<file path="src/rtl/pcs_pkg.sv">
package pcs_pkg;

  typedef enum logic [2:0] {
    OP_SEQ   = 3'd0,
    OP_CALL  = 3'd1,
    OP_JUMP  = 3'd2,
    OP_RET   = 3'd3,
    OP_RETI  = 3'd4,
    OP_RETLW = 3'd5,
    OP_LOWWR = 3'd6,
    OP_SEQ2  = 3'd7
  } flow_op_e;

  function automatic logic is_return(input flow_op_e op);
    return (op == OP_RET) || (op == OP_RETI) || (op == OP_RETLW);
  endfunction

endpackage

</file>
<file path="src/rtl/pcs_ret_stack.sv">
module pcs_ret_stack #(
  parameter int W     = 13,
  parameter int DEPTH = 6,
  localparam int PTR_W = (DEPTH > 1) ? $clog2(DEPTH) : 1,
  localparam int LVL_W = $clog2(DEPTH + 1)
) (
  input  logic             clk,
  input  logic             rst_n,
  input  logic             push,
  input  logic             pop,
  input  logic [W-1:0]     push_val,
  output logic [W-1:0]     top_val,
  output logic [LVL_W-1:0] level,
  output logic             full,
  output logic             empty,
  output logic             ovf,
  output logic             unf
);

  localparam logic [PTR_W-1:0] LAST  = PTR_W'(DEPTH - 1);
  localparam logic [LVL_W-1:0] LVMAX = LVL_W'(DEPTH);

  logic [W-1:0]     ring [DEPTH];
  logic [PTR_W-1:0] top_q;
  logic [PTR_W-1:0] top_up;
  logic [PTR_W-1:0] top_dn;

  assign top_up  = (top_q == LAST) ? '0 : top_q + PTR_W'(1);
  assign top_dn  = (top_q == '0) ? LAST : top_q - PTR_W'(1);
  assign top_val = ring[top_q];
  assign full    = (level == LVMAX);
  assign empty   = (level == '0);

  always_ff @(posedge clk or negedge rst_n) begin
    if (!rst_n) begin
      for (int i = 0; i < DEPTH; i++) ring[i] <= '0;
      top_q <= LAST;
      level <= '0;
      ovf   <= 1'b0;
      unf   <= 1'b0;
    end else if (push) begin
      ring[top_up] <= push_val;
      top_q        <= top_up;
      if (full) ovf   <= 1'b1;
      else      level <= level + LVL_W'(1);
    end else if (pop) begin
      top_q <= top_dn;
      if (empty) unf   <= 1'b1;
      else       level <= level - LVL_W'(1);
    end
  end

  // push and pop requests never coincide
  a_r10_single_req: assert property (@(posedge clk) disable iff (!rst_n)
    $onehot0({push, pop}));

  // level stays bounded by the depth
  a_r10_no_overflow: assert property (@(posedge clk) disable iff (!rst_n)
    level <= LVMAX);

  // overflow flag is sticky
  a_r10_ovf_sticky: assert property (@(posedge clk) disable iff (!rst_n)
    ovf |=> ovf);

  // underflow flag is sticky, and a pop on empty keeps level zero
  a_r11_unf_sticky: assert property (@(posedge clk) disable iff (!rst_n)
    unf |=> unf);
  a_r11_empty_pop: assert property (@(posedge clk) disable iff (!rst_n)
    (pop && !push && empty) |=> (level == '0) && unf);

  // full and empty are exclusive
  a_r12_full_empty: assert property (@(posedge clk) disable iff (!rst_n)
    !(full && empty));

endmodule

</file>
<file path="src/rtl/pcs_next_pc.sv">
module pcs_next_pc
  import pcs_pkg::*;
#(
  parameter int PC_W   = 13,
  parameter int JMP_W  = 12,
  parameter int LOW_W  = 8,
  parameter int IRQ_VEC = 1
) (
  input  logic [PC_W-1:0]  pc,
  input  logic             in_flush,
  input  logic             irq,
  input  flow_op_e         op,
  input  logic [JMP_W-1:0] target,
  input  logic             page,
  input  logic [LOW_W-1:0] low,
  input  logic [PC_W-1:0]  stack_top,
  output logic [PC_W-1:0]  pc_next,
  output logic             do_push,
  output logic             do_pop,
  output logic [PC_W-1:0]  push_val,
  output logic             branch
);

  localparam logic [PC_W-1:0] VEC = PC_W'(IRQ_VEC);

  logic [PC_W-1:0] pc_inc;
  logic [PC_W-1:0] jump_addr;
  logic [PC_W-1:0] low_addr;

  assign pc_inc    = pc + PC_W'(1);
  assign jump_addr = {page, target};
  assign low_addr  = {pc[PC_W-1:LOW_W], low};

  always_comb begin
    pc_next  = pc_inc;
    do_push  = 1'b0;
    do_pop   = 1'b0;
    push_val = pc_inc;
    branch   = 1'b0;
    if (in_flush) begin
      pc_next = pc_inc;
    end else if (irq) begin
      pc_next  = VEC;
      do_push  = 1'b1;
      push_val = pc;
      branch   = 1'b1;
    end else begin
      unique case (op)
        OP_CALL: begin
          pc_next = jump_addr;
          do_push = 1'b1;
          branch  = 1'b1;
        end
        OP_JUMP: begin
          pc_next = jump_addr;
          branch  = 1'b1;
        end
        OP_RET, OP_RETI, OP_RETLW: begin
          pc_next = stack_top;
          do_pop  = 1'b1;
          branch  = 1'b1;
        end
        OP_LOWWR: begin
          pc_next = low_addr;
          branch  = 1'b1;
        end
        default: pc_next = pc_inc;
      endcase
    end
  end

  // return kinds are the only pop sources
  a_r6_pop_source: assert final (!do_pop || (!in_flush && !irq && is_return(op)));

endmodule

</file>
<file path="src/rtl/pcs_fetch_seq.sv">
module pcs_fetch_seq
  import pcs_pkg::*;
#(
  parameter int PC_W    = 13,
  parameter int JMP_W   = 12,
  parameter int LOW_W   = 8,
  parameter int DEPTH   = 6,
  parameter int RST_VEC = 0,
  parameter int IRQ_VEC = 1,
  localparam int LVL_W  = $clog2(DEPTH + 1)
) (
  input  logic             clk,
  input  logic             rst_n,
  input  logic             phase_q1,
  input  logic             irq_take,
  input  logic [2:0]       op_kind,
  input  logic [JMP_W-1:0] jmp_target,
  input  logic             page_bit,
  input  logic [LOW_W-1:0] low_data,
  output logic [PC_W-1:0]  fetch_addr,
  output logic [LVL_W-1:0] stk_level,
  output logic             stk_full,
  output logic             stk_empty,
  output logic             stk_ovf,
  output logic             stk_unf,
  output logic             flush
);

  localparam logic [PC_W-1:0] RVEC = PC_W'(RST_VEC);

  logic [PC_W-1:0] pc_q;
  logic            flush_q;
  logic [PC_W-1:0] pc_next;
  logic            want_push;
  logic            want_pop;
  logic [PC_W-1:0] push_val;
  logic            branch;
  logic [PC_W-1:0] stack_top;
  flow_op_e        op;

  assign op         = flow_op_e'(op_kind);
  assign fetch_addr = pc_q;
  assign flush      = flush_q;

  pcs_next_pc #(
    .PC_W(PC_W), .JMP_W(JMP_W), .LOW_W(LOW_W), .IRQ_VEC(IRQ_VEC)
  ) u_next (
    .pc(pc_q), .in_flush(flush_q), .irq(irq_take), .op(op),
    .target(jmp_target), .page(page_bit), .low(low_data),
    .stack_top(stack_top), .pc_next(pc_next), .do_push(want_push),
    .do_pop(want_pop), .push_val(push_val), .branch(branch)
  );

  pcs_ret_stack #(.W(PC_W), .DEPTH(DEPTH)) u_stack (
    .clk(clk), .rst_n(rst_n),
    .push(phase_q1 && want_push), .pop(phase_q1 && want_pop),
    .push_val(push_val), .top_val(stack_top), .level(stk_level),
    .full(stk_full), .empty(stk_empty), .ovf(stk_ovf), .unf(stk_unf)
  );

  always_ff @(posedge clk or negedge rst_n) begin
    if (!rst_n) begin
      pc_q    <= RVEC;
      flush_q <= 1'b0;
    end else if (phase_q1) begin
      pc_q    <= pc_next;
      flush_q <= branch;
    end
  end

  // plain sequential step
  a_r2_seq_step: assert property (@(posedge clk) disable iff (!rst_n)
    (phase_q1 && !flush_q && !irq_take && (op_kind == 3'd0 || op_kind == 3'd7))
    |=> fetch_addr == ($past(fetch_addr) + PC_W'(1)));

  // nothing moves off the strobe
  a_r3_hold: assert property (@(posedge clk) disable iff (!rst_n)
    !phase_q1 |=> $stable(fetch_addr) && $stable(stk_level) && $stable(flush));

  // low-byte write keeps the upper bits
  a_r7_keep_upper: assert property (@(posedge clk) disable iff (!rst_n)
    (phase_q1 && !flush_q && !irq_take && op_kind == 3'd6)
    |=> fetch_addr[PC_W-1:LOW_W] == $past(fetch_addr[PC_W-1:LOW_W]));

  // interrupt loads the vector
  a_r8_irq_vector: assert property (@(posedge clk) disable iff (!rst_n)
    (phase_q1 && !flush_q && irq_take) |=> fetch_addr == PC_W'(IRQ_VEC));

  // bubble cycle only steps forward and ends the bubble
  a_r9_bubble_step: assert property (@(posedge clk) disable iff (!rst_n)
    (phase_q1 && flush_q)
    |=> (fetch_addr == ($past(fetch_addr) + PC_W'(1))) && !flush && $stable(stk_level));

endmodule

</file>
<file path="config.mk">
export PLATFORM = sky130hd
export DESIGN_NAME = pcs_fetch_seq
export DESIGN_NICKNAME = d
export VERILOG_FILES = /design/src/rtl/pcs_pkg.sv /design/src/rtl/pcs_ret_stack.sv /design/src/rtl/pcs_next_pc.sv /design/src/rtl/pcs_fetch_seq.sv
export SDC_FILE = /design/constraint.sdc
export NUM_CORES = 1
export LEC_CHECK = 0
export BUFFER_PORTS_ARGS = -buffer_cell sky130_fd_sc_hd__buf_2
export CORE_ASPECT_RATIO = 1.1
export CORE_MARGIN = 8
export CORE_UTILIZATION = 57
export CTS_BUF_LIST = sky130_fd_sc_hd__clkbuf_4 sky130_fd_sc_hd__clkbuf_8 sky130_fd_sc_hd__clkbuf_16
export CTS_CLUSTER_SIZE = 8
export DETAILED_ROUTE_END_ITERATION = 8
export PLACE_DENSITY = 0.77
export SKIP_CTS_REPAIR_TIMING = 1
export SYNTH_ARGS = -nofsm -noshare
export SYNTH_HDL_FRONTEND = slang
export SYNTH_SLANG_ARGS = --single-unit
</file>
<file path="constraint.sdc">
create_clock -name clk -period 4.5 [get_ports clk]
set_input_delay 0 -clock clk [delete_from_list [all_inputs] [get_ports clk]]
set_output_delay 0 -clock clk [all_outputs]
set_load 0.05 [all_outputs]
</file>
==> run metrics, run 1 <==
status finished, violations left; failing checks hold timing; TritonCTS buffer count 9; count of antenna-violating nets left after detailed routing 0; number of hold violations in the final report 2; minimum clock period after layout 2680 ps; Power Internal 2.24 mW; top-area cell type share of the netlist area 0.449; first-pass GRT wire length 22.3 mm; total power divided by cell area 655 nW/µm²; startpoint-to-endpoint class of the critical path flop to flop; pin slew with the least headroom to its limit 1150 ps; largest stage delay on the critical path 950 ps; Critical Path RT 4770 ps; IO Port Bufs 48; clock tree buffer depth 2; clock slew seen by the registers of the worst setup and hold paths 100 ps; number of antenna violations at the first check in global routing 0; max frequency 373 MHz; Diodes inserted 0; sequential power share 0.415; die extent in x 109 µm; area added between synthesis and finish 8.60%; share of total power in combinational logic 0.392; count of cell types in the netlist 79; GPL Wtd Cong 0.880; H-tree depth reported by CTS 3; IO Pins 49; net count after synthesis 601; share of synthesized flip-flops with an asynchronous set or reset 1.00; total detailed-routing wirelength 13.6 mm; final worst path period share 0.596; CTS tree built; synthesized area divided by synthesized cell count 9.59 µm²; cell count after placement 699; data arrival time of the worst path 2950 ps; warning count from the yosys run 0; Mapped Area 5470 µm²; worst hold slack after final layout -54.3 ps; kind of start point of the critical path flop; switching pwr 1.66 mW; Post-route DRC 0; most area-consuming cells after synthesis dfrtp_1, nand2_1, o21ai_0; portion of the post-synthesis area used by sequential elements 0.458; nature of the critical path endpoint flop; setup clock skew after layout 13.6 ps; pins over their slew limit 0; most common cell type on the critical path or2_2; Detail Placement HPWL 9.67 mm; Sinks on Clock Net 100; Post-synth EDFFs 0; detailed-routing iteration count for the pre-antenna-repair pass 5; vias per inst 6.19; fill cell count 769; DR WL/cell 19.0 µm; Min-Delay Path Class input port to flop; Skew-Pair Late Insertion Delay 380 ps; fin nets 625; VDD IR-drop max 0.000221 V; post-synthesis sequential element count 100; total track usage 0.216; gate family responsible for the most delay along the worst path compound AO/OA/AOI/OAI gates; highest-delay cell along the critical path o31ai_1; worst-path cell chain or2_2, o31ai_1, or2_2, a31oi_1, a211o_1; final non-filler cell total 716; top_reg_cell synth dfrtp_1; Worst Path Max Fanout 18; endpoints failing setup 0; via count of the routed design 4429; Root Driver clkbuf_8; std cell rows 37; cell type with the largest total area after synthesis dfrtp_1; commonest cells after routing, fill and taps aside dfrtp_1, nand2_1, o21ai_0; sum of negative setup slack 0 ps; number of global-route vias before repair 4384; die height 119 µm; leftover overflow at the end of global routing 0; Clk network pwr share 0.193; P_leak 2.56 nW; core area 9350 µm²; max-slew headroom at the worst pin 0.229; setup repair after global routing missed its margin no; maximum capacitance violations 0; commonest non-fill, non-tap cell in the layout dfrtp_1; DIE AREA 13000 µm²; Synth Instances 570; number of DRC markers in iteration 0 287; maximum number of pins on one net before global-route repair 54; share of post-route cells with drive strength above 1 0.177; effective utilization at floorplan 0.585; switching share of power 0.425; Critical path buffers and inverters 0
[stage by stage]
stage	instance area [µm²]	setup slack [ps]	total power [mW]	utilization
2_1_floorplan	5470	2280	2.72	-
3_3_place_gp	5660	1990	3.05	0.605
3_5_place_dp	5660	1860	3.13	0.605
4_1_cts	5930	1870	3.89	0.634
5_1_grt	5940	1670	4.12	0.635
6_report	5940	1820	3.89	0.635
[worst register-to-register path, stage by stage, from the launching register on]
cell	delay (ps)
dfrtp_1	600
or2_2	420
o31ai_1	950
or2_2	300
a31oi_1	50
a211o_1	270
[power by group through the flow]
stage | Sequential (mW) | Combinational [mW] | Clock, mW
6_report | 1.62 | 1.52 | 0.753
2_1_floorplan | 1.66 | 1.06 | 0
3_3_place_gp | 1.60 | 1.45 | 0
5_1_grt | 1.67 | 1.65 | 0.802
4_1_cts | 1.61 | 1.52 | 0.766
3_5_place_dp | 1.62 | 1.51 | 0
[sequential cells by signal (all words and copies together) (netlist names)]
register / count
u_stack.top_q: 3
u_stack.unf: 1
fetch_addr: 13
u_stack.level: 3
flush: 1
u_stack.ovf: 1
u_stack.ring: 78
[Yosys cell counts, drive strengths merged, types with 3 or more instances]
library cell,instances
a211oi,8
a21o,5
a21oi,19
a221oi,4
a22oi,4
a31oi,3
and3,3
buf,27
clkbuf,12
dfrtp,98
inv,10
mux2,3
mux2i,19
mux4,12
nand2,94
nand2b,6
nand3,11
nand3b,3
nand4,5
nor2,28
nor2b,5
nor3,11
nor4,3
o211ai,5
o21ai,105
o221a,3
o221ai,3
o31ai,3
o32ai,3
or2,3
or3,3
xnor2,12
xor2,4
[cell families (layout without fill, tap and decap cells)]
| logic type | after synthesis | in the layout | synth area share |
|---|---|---|---|
| DFF | 100 | 100 | 0.458 |
| muxes | 34 | 34 | 0.0904 |
| buffers and inverters | 50 | 79 | 0.0481 |
| adders and majority gates | 3 | 3 | 0.00824 |
| xor gates and xnor gates | 16 | 16 | 0.0256 |
| AOI/OAI and AO/OA | 181 | 181 | 0.205 |
| and+or+nand+nor | 186 | 186 | 0.164 |
[path summary, 6_finish.rpt]
check / from / slack, ps / end / depth (start not counted)
setup / recovery: flush$_DFFE_PN0P_ / 1820 / fetch_addr[11]$_DFFE_PN0P_ / 5
hold / removal: jmp_target[8] / -50 / fetch_addr[8]$_DFFE_PN0P_ / 3
setup reg to reg: flush$_DFFE_PN0P_ / 1820 / fetch_addr[11]$_DFFE_PN0P_ / 5
hold reg to reg: u_stack.ovf$_DFFE_PN0P_ / 460 / u_stack.ovf$_DFFE_PN0P_ / 1
max in group asynchronous: rst_n / 3210 / u_stack.ring[17]$_DFFE_PN0P_ / 3
min in group asynchronous: rst_n / 190 / fetch_addr[9]$_DFFE_PN0P_ / 2
[final cells by class]
| cell class | count | area, µm² | share of cell area |
|---|---|---|---|
| multi-input combinational | 420 | 2700 | 0.455 |
| sequential | 100 | 2500 | 0.422 |
| timing repair buffer | 52 | 275 | 0.0464 |
| clock inverter | 7 | 146 | 0.0247 |
| tap | 117 | 146 | 0.0247 |
| clock buffer | 9 | 124 | 0.0209 |
| inverter | 11 | 41.3 | 0.00695 |
[per-layer routing]
layer	up-vias	track usage	part of all wire	wire length [µm]
met4	0	0.119	0.032	430
met3	36	0.0370	0.068	931
met1	2138	0.291	0.43	5920
li1	2098	-	-	-
met2	157	0.322	0.46	6330
met5	-	0	0	0
No activity file was read; power rests on OpenSTA's default activity.
==> inputs of run 2 (changes only) <==
--- a/config.mk
+++ b/config.mk
@@ -8,11 +8,11 @@
 export BUFFER_PORTS_ARGS = -buffer_cell sky130_fd_sc_hd__buf_2
 export CORE_ASPECT_RATIO = 1.1
 export CORE_MARGIN = 8
-export CORE_UTILIZATION = 57
+export CORE_UTILIZATION = 54
 export CTS_BUF_LIST = sky130_fd_sc_hd__clkbuf_4 sky130_fd_sc_hd__clkbuf_8 sky130_fd_sc_hd__clkbuf_16
 export CTS_CLUSTER_SIZE = 8
 export DETAILED_ROUTE_END_ITERATION = 8
-export PLACE_DENSITY = 0.77
+export PLACE_DENSITY = 0.76
 export SKIP_CTS_REPAIR_TIMING = 1
 export SYNTH_ARGS = -nofsm -noshare
 export SYNTH_HDL_FRONTEND = slang
==> constraint.sdc (replaced) <==
create_clock -name clk -period 2.3 [get_ports clk]
set_input_delay 0 -clock clk [delete_from_list [all_inputs] [get_ports clk]]
set_output_delay 0 -clock clk [all_outputs]
set_load 0.05 [all_outputs]
==> run 2 against run 1 <==
The run still ends with hold timing left; cell area up 1.6%; critical path depth grew 1; sequential power up 84%; highest routed layer unchanged.
==> run metrics, run 2 (synthesis results as in run 1) <==
final worst path period share 0.880 (+0.284); number of DRC markers in iteration 0 428 (+49%); number of hold violations in the final report 1 (-1); sum of negative setup slack 0 ps (unchanged); number of flip-flops in the largest register 78 (unchanged); core area 9840 µm² (+5.2%); total power consumption of the routed design 7.30 mW (+88%); worst hold slack after final layout -15.1 ps (+39.2 ps); maximum number of pins on one net before global-route repair 56 (+3.7%); commonest cells after routing, fill and taps aside dfrtp_1, nand2_1, o21ai_0; leftover overflow at the end of global routing 0 (unchanged); clock tree buffer depth 2 (unchanged); IO Port Bufs 48 (unchanged); number of global-route vias before repair 4539 (+3.5%); vias per inst 6.15 (-0.64%); Sinks on Clock Net 100 (unchanged); Detail Placement HPWL 10.1 mm (+4.8%); IO Pins 49 (unchanged); total track usage 0.217 (+0.00105); fin util 0.613 (-0.0220); total detailed-routing wirelength 14.0 mm (+2.6%); Root Driver clkbuf_8; setup repair after global routing missed its margin no; Min-Delay Path Class input port to flop; Worst Path Max Fanout 14 (-4); final non-filler cell total 739 (+3.2%); standard cell area after detailed placement 5840 µm² (+3.2%); Post-route DRC 0 (unchanged); detailed-routing iteration count for the pre-antenna-repair pass 5 (unchanged); first-pass GRT wire length 23.6 mm (+5.8%); P_leak 2.63 nW (+2.6%); GPL Wtd Cong 0.917 (+4.3%); TritonCTS buffer count 9 (unchanged); commonest non-fill, non-tap cell in the layout dfrtp_1; failing checks hold timing; count of antenna-violating nets left after detailed routing 0 (unchanged); via count of the routed design 4542 (+2.6%); startpoint-to-endpoint class of the critical path flop to flop; H-tree depth reported by CTS 3 (unchanged); max frequency 494 MHz (+33%); Reg area 2500 µm² (unchanged); maximum capacitance violations 0 (unchanged); VDD IR-drop max 0.000447 V (+100%); pins over their slew limit 0 (unchanged); die height 122 µm (+2.4%); status finished, violations left; minimum clock period after layout 2020 ps (-658 ps); max-slew headroom at the worst pin 0.526 (+0.297); effective utilization at floorplan 0.556 (-0.0291); Skew-Pair Late Insertion Delay 370 ps (about the same); pin slew with the least headroom to its limit 711 ps (-435 ps); cell count after placement 722 (+3.3%); Critical Path RT 2520 ps (-2250 ps); Diodes inserted 0 (unchanged); design area 6030 µm² (+1.6%); setup clock skew after layout 9.95 ps (-3.70 ps); DR WL/cell 18.9 µm (-0.62%); std cell rows 38 (+2.7%); die extent in x 112 µm (+2.3%); total power divided by cell area 1210 nW/µm² (+85%); fin nets 646 (+3.4%); setup slack on the worst flop-to-flop path 280 ps (-1540 ps); area of the multi-input gates 2700 µm² (unchanged); fill cell count 813 (+5.7%); CTS tree built; kind of start point of the critical path flop; data arrival time of the worst path 2240 ps (-710 ps); area added between synthesis and finish 10.3%; clock slew seen by the registers of the worst setup and hold paths 80 ps (-20 ps); DIE AREA 13600 µm² (+4.8%); nature of the critical path endpoint flop; number of antenna violations at the first check in global routing 0 (unchanged); register bank with the most flops u_stack.ring; endpoints failing setup 0 (unchanged); share of post-route cells with drive strength above 1 0.202 (+0.0250)
run 2: metal layers:
metal	share of wire	GRT usage
met4	0.034	0.116
met3	0.079	0.0569
met2	0.47	0.338
met1	0.42	0.276
met5	0	0
run 2: final cells by class:
class | count | share of cell area
clock buffers | 13 | 0.0276
inverters | 11 | 0.00684
repair buffers | 73 | 0.0763
clock inverters | 2 | 0.00166
flip-flops and latches | 100 | 0.415
well taps | 120 | 0.0249
multi-input cells | 420 | 0.448
run 2: through the flow:
stage / hold slack (ps) / worst slack (ps)
6_report: -15.1 / 277
5_1_grt: 8.68 / 154
4_1_cts: -305 / 291
3_5_place_dp: 96.4 / 317
3_3_place_gp: 83.5 / 362
2_1_floorplan: -296 / 79.2
run 2: critical path, cell delays in order, from the launching register on:
cell,delay [ps]
dfrtp_1,450
buf_4,220
nor2b_1,190
buf_4,200
nor3_1,70
xnor2_1,530
o21ai_0,210
run 2: final timing paths:
check | from | endpoint | cells past startpoint
max | flush$_DFFE_PN0P_ | u_stack.ring[50]$_DFFE_PN0P_ | 6
min | page_bit | fetch_addr[12]$_DFFE_PN0P_ | 3
max reg2reg | flush$_DFFE_PN0P_ | u_stack.ring[50]$_DFFE_PN0P_ | 6
min reg2reg | u_stack.unf$_DFFE_PN0P_ | u_stack.unf$_DFFE_PN0P_ | 1
max in group asynchronous | rst_n | u_stack.top_q[0]$_DFFE_PN1P_ | 3
min in group asynchronous | rst_n | u_stack.ring[76]$_DFFE_PN0P_ | 2
run 2: report_power, final:
part           switching, mW  leakage, nW  internal, mW
Clock                  0.549       0.0961         0.468
Combinational           2.08         1.22          1.23
Sequential             0.553         1.32          2.43
